**src/rtl/wfst_pkg.sv**
```systemverilog
package wfst_pkg;
    typedef enum logic [1:0] {
        LN_IDLE       = 2'd0,
        LN_ARMED      = 2'd1,
        LN_HIGH       = 2'd2,
        LN_HIGH_ARMED = 2'd3
    } lane_state_t;

    localparam int LANES  = 3;
    localparam int STAT_W = 32;
endpackage

```
**src/rtl/wfst_down_timer.sv**
```systemverilog
module wfst_down_timer #(
    parameter int CW = 16
) (
    input  logic          clk,
    input  logic          rst_n,
    input  logic          start,
    input  logic [CW-1:0] start_val,
    input  logic          extend,
    input  logic [CW-1:0] ext_val,
    output logic          busy,
    output logic          expire,
    output logic [CW-1:0] count
);
    logic [CW:0]   sum;
    logic [CW-1:0] ext_next;

    always_comb begin
        sum      = {1'b0, count} - {{CW{1'b0}}, 1'b1} + {1'b0, ext_val};
        ext_next = sum[CW] ? {CW{1'b1}} : sum[CW-1:0];
        expire   = busy && (count == CW'(1)) && !extend;
    end

    always_ff @(posedge clk or negedge rst_n) begin
        if (!rst_n) begin
            busy  <= 1'b0;
            count <= '0;
        end else if (!busy) begin
            if (start) begin
                busy  <= 1'b1;
                count <= start_val;
            end
        end else if (extend) begin
            count <= ext_next;
        end else if (count == CW'(1)) begin
            busy  <= 1'b0;
            count <= '0;
        end else begin
            count <= count - CW'(1);
        end
    end

    // an extension never makes the remaining time shorter
    p_no_wrap_r8: assert property (@(posedge clk) disable iff (!rst_n)
        busy && extend |=> count >= $past(count));
    // an expired timer is idle
    p_expire_idle_r6: assert property (@(posedge clk) disable iff (!rst_n)
        expire |=> !busy);
endmodule

```
**src/rtl/wfst_flag_lane.sv**
```systemverilog
module wfst_flag_lane
    import wfst_pkg::*;
#(
    parameter int CW       = 16,
    parameter int RISE_DLY = 0,
    parameter int HOLD     = 60
) (
    input  logic clk,
    input  logic rst_n,
    input  logic wr,
    output logic flag
);
    localparam bit        HAS_RISE = (RISE_DLY > 0);
    localparam int        MAXV     = (1 << CW) - 1;
    localparam int        FRESH_I  = RISE_DLY + HOLD;
    localparam logic [CW-1:0] FRESH = (FRESH_I > MAXV) ? CW'(MAXV) : CW'(FRESH_I);

    lane_state_t   st, st_n;
    logic          on_busy, on_exp, on_start;
    logic [CW-1:0] on_cnt;
    logic          off_busy, off_exp, off_start, off_ext;
    logic [CW-1:0] off_cnt;
    logic          set_ev, flag_n, pend_n;

    generate
        if (HAS_RISE) begin : g_rise
            assign on_start = wr && !on_busy;
            wfst_down_timer #(.CW(CW)) u_on (
                .clk(clk), .rst_n(rst_n),
                .start(on_start), .start_val(CW'(RISE_DLY)),
                .extend(1'b0), .ext_val('0),
                .busy(on_busy), .expire(on_exp), .count(on_cnt)
            );
            assign set_ev = on_exp;

            // a pending rise is neither restarted nor moved by a write
            p_on_held_r5: assert property (@(posedge clk) disable iff (!rst_n)
                on_busy && wr && !on_exp |=> on_cnt == $past(on_cnt) - CW'(1));
            // a running rise always has a running fall behind it
            p_on_needs_off_r4: assert property (@(posedge clk) disable iff (!rst_n)
                on_busy |-> off_busy);
        end else begin : g_norise
            assign on_start = 1'b0;
            assign on_busy  = 1'b0;
            assign on_exp   = 1'b0;
            assign on_cnt   = '0;
            assign set_ev   = wr;

            // the immediate flag is high right after a write
            p_flag_on_write_r1: assert property (@(posedge clk) disable iff (!rst_n)
                wr |=> flag);
        end
    endgenerate

    assign off_start = wr && !off_busy;
    assign off_ext   = wr && off_busy;

    wfst_down_timer #(.CW(CW)) u_off (
        .clk(clk), .rst_n(rst_n),
        .start(off_start), .start_val(FRESH),
        .extend(off_ext), .ext_val(CW'(HOLD)),
        .busy(off_busy), .expire(off_exp), .count(off_cnt)
    );

    always_comb begin
        flag_n = set_ev ? 1'b1 : (off_exp ? 1'b0 : flag);
        pend_n = (on_busy && !on_exp) || on_start;
        unique case ({flag_n, pend_n})
            2'b00:   st_n = LN_IDLE;
            2'b01:   st_n = LN_ARMED;
            2'b10:   st_n = LN_HIGH;
            default: st_n = LN_HIGH_ARMED;
        endcase
    end

    always_ff @(posedge clk or negedge rst_n) begin
        if (!rst_n) st <= LN_IDLE;
        else        st <= st_n;
    end

    always_comb begin
        unique case (st)
            LN_IDLE, LN_ARMED:      flag = 1'b0;
            LN_HIGH, LN_HIGH_ARMED: flag = 1'b1;
            default:                flag = 1'b0;
        endcase
    end

    // a fall expiry with no rise in the same cycle leaves the flag low
    p_off_clears_r2: assert property (@(posedge clk) disable iff (!rst_n)
        off_exp && !set_ev |=> !flag);
endmodule

```
**src/rtl/wfifo_status_timer.sv**
```systemverilog
module wfifo_status_timer
    import wfst_pkg::*;
#(
    parameter int CNT_W     = 16,
    parameter int HOT_TICKS = 60,
    parameter int MID_DELAY = 60,
    parameter int MID_TICKS = 160,
    parameter int LOW_DELAY = 120,
    parameter int LOW_TICKS = 420
) (
    input  logic              clk,
    input  logic              rst_n,
    input  logic              wr_stb,
    input  logic              rd_en,
    output logic [STAT_W-1:0] status,
    output logic [STAT_W-1:0] rd_data
);
    localparam int LANE_BIT  [LANES] = '{5, 4, 0};
    localparam int LANE_DLY  [LANES] = '{0, MID_DELAY, LOW_DELAY};
    localparam int LANE_HOLD [LANES] = '{HOT_TICKS, MID_TICKS, LOW_TICKS};

    logic [LANES-1:0] flags;

    genvar g;
    generate
        for (g = 0; g < LANES; g++) begin : g_lane
            wfst_flag_lane #(
                .CW(CNT_W), .RISE_DLY(LANE_DLY[g]), .HOLD(LANE_HOLD[g])
            ) u_lane (
                .clk(clk), .rst_n(rst_n), .wr(wr_stb), .flag(flags[g])
            );
        end
    endgenerate

    always_comb begin
        status = '0;
        for (int i = 0; i < LANES; i++) status[LANE_BIT[i]] = flags[i];
    end

    always_ff @(posedge clk or negedge rst_n) begin
        if (!rst_n)     rd_data <= '0;
        else if (rd_en) rd_data <= status;
    end

    // without a read request the captured word does not change
    p_read_hold_r10: assert property (@(posedge clk) disable iff (!rst_n)
        !rd_en |=> $stable(rd_data));
endmodule

```
**config.mk**
```make
export PLATFORM = sky130hd
export DESIGN_NAME = wfifo_status_timer
export DESIGN_NICKNAME = d
export VERILOG_FILES = /design/src/rtl/wfst_pkg.sv /design/src/rtl/wfst_down_timer.sv /design/src/rtl/wfst_flag_lane.sv /design/src/rtl/wfifo_status_timer.sv
export SDC_FILE = /design/constraint.sdc
export NUM_CORES = 1
export LEC_CHECK = 0
export BUFFER_PORTS_ARGS = -buffer_cell sky130_fd_sc_hd__buf_2
export CAP_MARGIN = 20
export CORE_UTILIZATION = 55
export DETAILED_ROUTE_END_ITERATION = 7
export MAX_ROUTING_LAYER = met4
export PLACE_DENSITY_LB_ADDON = 0.15
export SETUP_SLACK_MARGIN = 0.05
export SLEW_MARGIN = 10
export SYNTH_ARGS = -nofsm -noshare
export SYNTH_HDL_FRONTEND = slang
export SYNTH_HIERARCHICAL = 1
export SYNTH_SLANG_ARGS = --single-unit
```
**constraint.sdc**
```tcl
create_clock -name clk -period 3.1 [get_ports clk]
set_input_delay 0.155 -clock clk [delete_from_list [all_inputs] [get_ports clk]]
set_output_delay 0.155 -clock clk [all_outputs]
set_load 0.02 [all_outputs]
```
# Yosys cells after proc, flatten, opt, wreduce, memory -nomap -nowiden
# Cells that the tools add are included.
# Widths: inputs -> output; s select.
# classes
n_addsub	11
mul	0
div	0
order_cmp	0
eq_ne	18
n_shift	0
n_mux	51
bitwise	0
n_reduce_logical	47
# op_table
operator	n
$mux 16	21
$eq 16x1->1 const B	5
$sub 16x1->16 const B	5
$sub 16x1->17 const B	3
$mux 1	24
$logic_and 1x1->1	18
$add 17x6->17 const B	1
$add 17x8->17 const B	1
$add 17x9->17 const B	1
$eq 2x2->1 const B	8
$logic_not 2->1	6
$pmux 2 s3	2
$reduce_or 2->1	6
$eq 2x1->1 const B	5
$logic_not 1->1	10
$reduce_bool 2->1	5
$pmux 1 s2	3
$pmux 2 s2	1
$logic_or 1x1->1	2
# totals
register_bits	94
latchBits	0
mem_bits_rw	0
mem_bits_ro	0
input_bits	4
out_inout_bits	64
word_cells	141
mem_count	0

# Longest topological paths before layout
# logic_depth
word_depth	7
ltp_mapped	12
mapped_depth_nobuf	11

# By module
# The synthesis kept the hierarchy.
# by_module_without_submodules
module	n_inst	cells_each	area_each_um2	seq_area_each_um2
wfst_down_timer at g_lane[1].u_lane.g_rise.u_on ...	2	323	2556.2	425.4
wfst_down_timer at g_lane[2].u_lane.g_rise.u_on ...	2	319	2461.1	425.4
wfst_down_timer at g_lane[0].u_lane.u_off	1	353	2592.5	425.4
wfifo_status_timer	1	65	548.0	75.1
wfst_flag_lane at g_lane[1].u_lane ...	2	9	68.8	25.0
wfst_flag_lane at g_lane[0].u_lane	1	7	60.1	25.0

# Worst setup path before layout
# OpenSTA, ideal clock, no wires.
# synth_path
path_kind	register to register
start	reg g_lane[2].u_lane.u_off.count[1]
end	reg g_lane[2].u_lane.u_off.count[13]
setup_ns	0.135
t_arrival_ns	2.540
required_time_ns	2.965
slack_ns	0.425
path_stages_with_launch	12
path_buffers	0
synth_period_minus_slack_ns	2.675
path_cell_list	dfrtp_1 -> inv_1 -> ha_1 -> inv_1 -> ha_1 -> fa_1 -> a21o_1 -> a221oi_2 -> nor4_1 -> a211oi_2 -> mux2i_1 -> nand3_1
# synth_via
elab_chain_cells	5
elab_cells_between_ends	8
cone_classes	add/sub (3); eq/ne (1); mux (4)
# synth_lines
element	line	rtl
start, declared	wfst_down_timer.sv:12	output logic [CW-1:0] count
start signal, assigned	wfst_down_timer.sv:30	count <= start_val;
start signal, assigned	wfst_down_timer.sv:33	count <= ext_next;
start signal, assigned	wfst_down_timer.sv:38	count <= count - CW'(1);
$sub 16x1->17	wfst_down_timer.sv:18	sum = {1'b0, count} - {{CW{1'b0}}, 1'b1} + {1'b0, ext_val};
$add 17x9->17	wfst_down_timer.sv:18	
$mux 16	wfst_down_timer.sv:19	ext_next = sum[CW] ? {CW{1'b1}} : sum[CW-1:0];
$mux 16 (*)	wfst_down_timer.sv:32	end else if (extend) begin
$mux 16 (*)	wfst_down_timer.sv:27	end else if (!busy) begin
# Mark *: on every way between the ends. The rest lies on a longest branch, timed or not.
# A chain may end at the register's enable or synchronous reset.

# Worst setup path in the final report
# layout_path
start	reg g_lane[1].u_lane.u_off.count[1]
end	reg g_lane[1].u_lane.u_off.count[15]
# layout_via
elab_chain_cells	5
elab_cells_between_ends	8
cone_classes	add/sub (3); eq/ne (1); mux (4)
# layout_lines
element	line
start, declared	wfst_down_timer.sv:12
start signal, assigned	wfst_down_timer.sv:30
start signal, assigned	wfst_down_timer.sv:33
start signal, assigned	wfst_down_timer.sv:38
$sub 16x1->17	wfst_down_timer.sv:18
$add 17x8->17	wfst_down_timer.sv:18
$mux 16	wfst_down_timer.sv:19
$mux 16 (*)	wfst_down_timer.sv:32
$mux 16 (*)	wfst_down_timer.sv:27
# Marked as above.

==> reports/metrics.cfg <==
[run_status]
status = finished clean

[finish]
nets = 2047
layoutNonFillerInstCount = 2197
drive_above_1_share = 0.07082
final_cell_area_sq_um = 14400
antenna_cells = 0
syn_to_final_growth_pct = 7.653

[sta]
tns_ns = 0
finalHoldViolCount = 0
timing.final.ws_setup_ns = 0.2125
finalCritPeriodShare = 0.9314
period_minus_slack_ns = 2.887
hold_ws_ns = 0.1421
report.final.slew_viol_count = 0
relSlewSlack = 0.5166
tightest_slew_ns = 0.7236
max_freq_ghz = 0.3463
finalClockSkew_ns = 0.01014
rsz0062_at_grt = no
finalSetupViolations = 0

[drt]
wire_per_inst_um = 14.17
drt-total-wl_mm = 31.12
antenna_left = 0
viasPerCell = 5.342
drt-initial-drc-count = 655
drc = 0
via_count = 11736
first_pass_iters = 5

[global_route]
antenna_found_initial = 0
track_usage = 0.2669
grt_pass1_wl_mm = 52.37
grt_max_degree = 40
grt_pass1_vias = 11123
grt.overflow.total = 0

[yosys]
synth_top_area_frac = 0.1703
synth_cell_type_count = 92
synth_warnings = 6
synthFlopType = dfrtp_1
synth_edf_count = 0
synth_top_area_cell = dfrtp_1
synth_area_per_cell_sq_um = 7.743
yosysSeqAreaShare = 0.1703
async_flop_share = 1.000
synth_common_cells = 338 x inv_1, 165 x ha_1, 103 x nor2_1, 91 x dfrtp_1, 89 x nand2_1
synth_area_sq_um = 13370
yosys.cell_count.top_type = inv_1
syn_inst = 1727
synth_area_leaders = dfrtp_1 17%, ha_1 15%, inv_1 9.5%
ys_ff_latch = 91

[floorplanning]
die_y_um = 157.9
rows = 56
start_util = 0.5647
io_pins = 68
dieArea_sq_um = 24940
die_x_um = 157.9
fp.coreArea_sq_um = 23680

[clocking]
clk_path_buf_depth = 2
clock_sinks = 91
postCtsSetupRepairBufs = 0
path_clk_slew_ns = 0.07
cts_tree = yes
root_buffer = clkbuf_16
htree_levels = 3
clkLatencyLatePin_ns = 0.36
cts_made_buffers = 9

[setup_path]
arrival_ns = 3.11
worstPathRequired_ns = 3.33
critPathMaxStageDelay_ns = 0.42
critPathTopFamily = compound AO/OA/AOI/OAI gates
path_class = reg2reg
cp_num_buf_inv = 2
r2r_end = g_lane[1].u_lane/u_off/count[15]
cp-end-kind = flip-flop
crit_path_start = g_lane[1].u_lane/u_off/count[1]
path_cells = inv_1 > ha_1 > inv_1 > ha_1 > fa_1 > a21o_1 > a221oi_4 > o21bai_1 > a31oi_1 > mux2i_1 > o211ai_1
crit_slowest_cell = fa_1
reg2reg_slack_ns = 0.21
timing.rr.start = g_lane[1].u_lane/u_off/count[1]
start_kind = flip-flop
reg2reg_depth = 11
cp_max_fo = 4

[placed_design]
placed_area_sq_um = 14020
pre_cts_ws_ns = 0.1524
place_inst = 2180
dp_hpwl_mm = 23.82
place.gp.congestion = 0.9075
numPortBuffers = 9

[min_path]
hold_start = rd_en
min_to = rd_data[5]
hp-class = in2reg
holdPathStages = 2

[power_and_ir_drop]
leakagePower_nw = 6.701
peakVddDrop_mv = 0.7795
powerDensity_nw_per_um2 = 1078

[flow_run]
maxCapViolCount = 0

what timing repair did:
action	CTS	global route
hold buffers	1	0
endpoints found under the setup margin	0	14
gates resized for setup	0	5
endpoints found under the hold margin	37	0
how the worst max path moves through the flow:
stage | endpoint | slack [ns] | cells past startpoint
6_report | g_lane[1].u_lane/u_off/count[15] | 0.21 | 11
5_1_grt | g_lane[0].u_lane/u_off/count[0] | 0.06 | 10
4_1_cts | g_lane[0].u_lane/u_off/count[0] | 0.10 | 10
3_5_place_dp | g_lane[0].u_lane/u_off/count[15] | 0.15 | 11
3_3_place_gp | g_lane[2].u_lane/u_off/count[13] | 0.22 | 11
2_1_floorplan | g_lane[2].u_lane/u_off/count[13] | 0.43 | 11
logic make-up (layout without fill, tap and decap cells):
| family | after synthesis | after routing | synth area share |
|---|---|---|---|
| muxes | 60 | 60 | 0.04519 |
| and+or+nand+nor | 412 | 412 | 0.1693 |
| xor gates and xnor gates | 99 | 99 | 0.06765 |
| adders and majority gates | 170 | 170 | 0.1619 |
| other | 7 | 234 | 0.001965 |
| DFF | 91 | 91 | 0.1703 |
| buffers and inverters | 460 | 384 | 0.1548 |
| AOI/OAI and AO/OA | 428 | 428 | 0.2290 |
cell usage in the layout, fill, tap and decap left out, drive strengths merged, types with 18 or more instances in the layout:
master / n
a211oi: 23
a21o: 35
a21oi: 89
and2: 22
and3: 18
buf: 29
conb: 234
dfrtp: 91
ha: 165
inv: 339
mux2i: 57
nand2: 97
nand3: 37
nand4: 22
nor2: 106
nor3: 37
nor4: 21
o211ai: 27
o21ai: 81
o221ai: 19
o22ai: 23
xnor2: 82
state kept, by name (all words and copies together) (netlist names):
signal	cells
g_lane.u_lane/st	3
g_lane.u_lane/u_off/count	48
g_lane.u_lane/g_rise.u_on/count	32
g_lane.u_lane/u_off/busy	3
g_lane.u_lane/g_rise.u_on/busy	2
rd_data	3
cell type report:
cell class,count,area [sq um]
multi-input combinational,1403,9916
fill,2247,9286
clock inverter,5,85.08
sequential,91,2277
clock buffer,11,242.7
timing repair buffer,30,207.7
tap,319,399.1
inverter,338,1269
routing by layer:
layer / global-route usage / up-vias / part of all wire
met2: 0.4632 / 283 / 0.49
met5: - / - / 0
li1: - / 5949 / -
met4: 0.07692 / 0 / 0.017
met3: 0.02847 / 45 / 0.038
met1: 0.3260 / 5459 / 0.46
per-stage QoR:
| stage | utilization | power, mW |
|---|---|---|
| after floorplan | - | 11.85 |
| after global placement | 0.5921 | 13.77 |
| after detailed placement | 0.5921 | 14.00 |
| after CTS | 0.6064 | 15.34 |
| after global routing | 0.6079 | 17.14 |
| final | 0.6079 | 15.52 |
power by group:
| group | internal [mW] | switching, mW |
|---|---|---|
| clock | 0.735 | 0.520 |
| combinational | 4.97 | 6.81 |
| sequential | 1.76 | 0.727 |
| total | 7.46 | 8.06 |
Note: power is estimated with default switching activity, not from simulation.
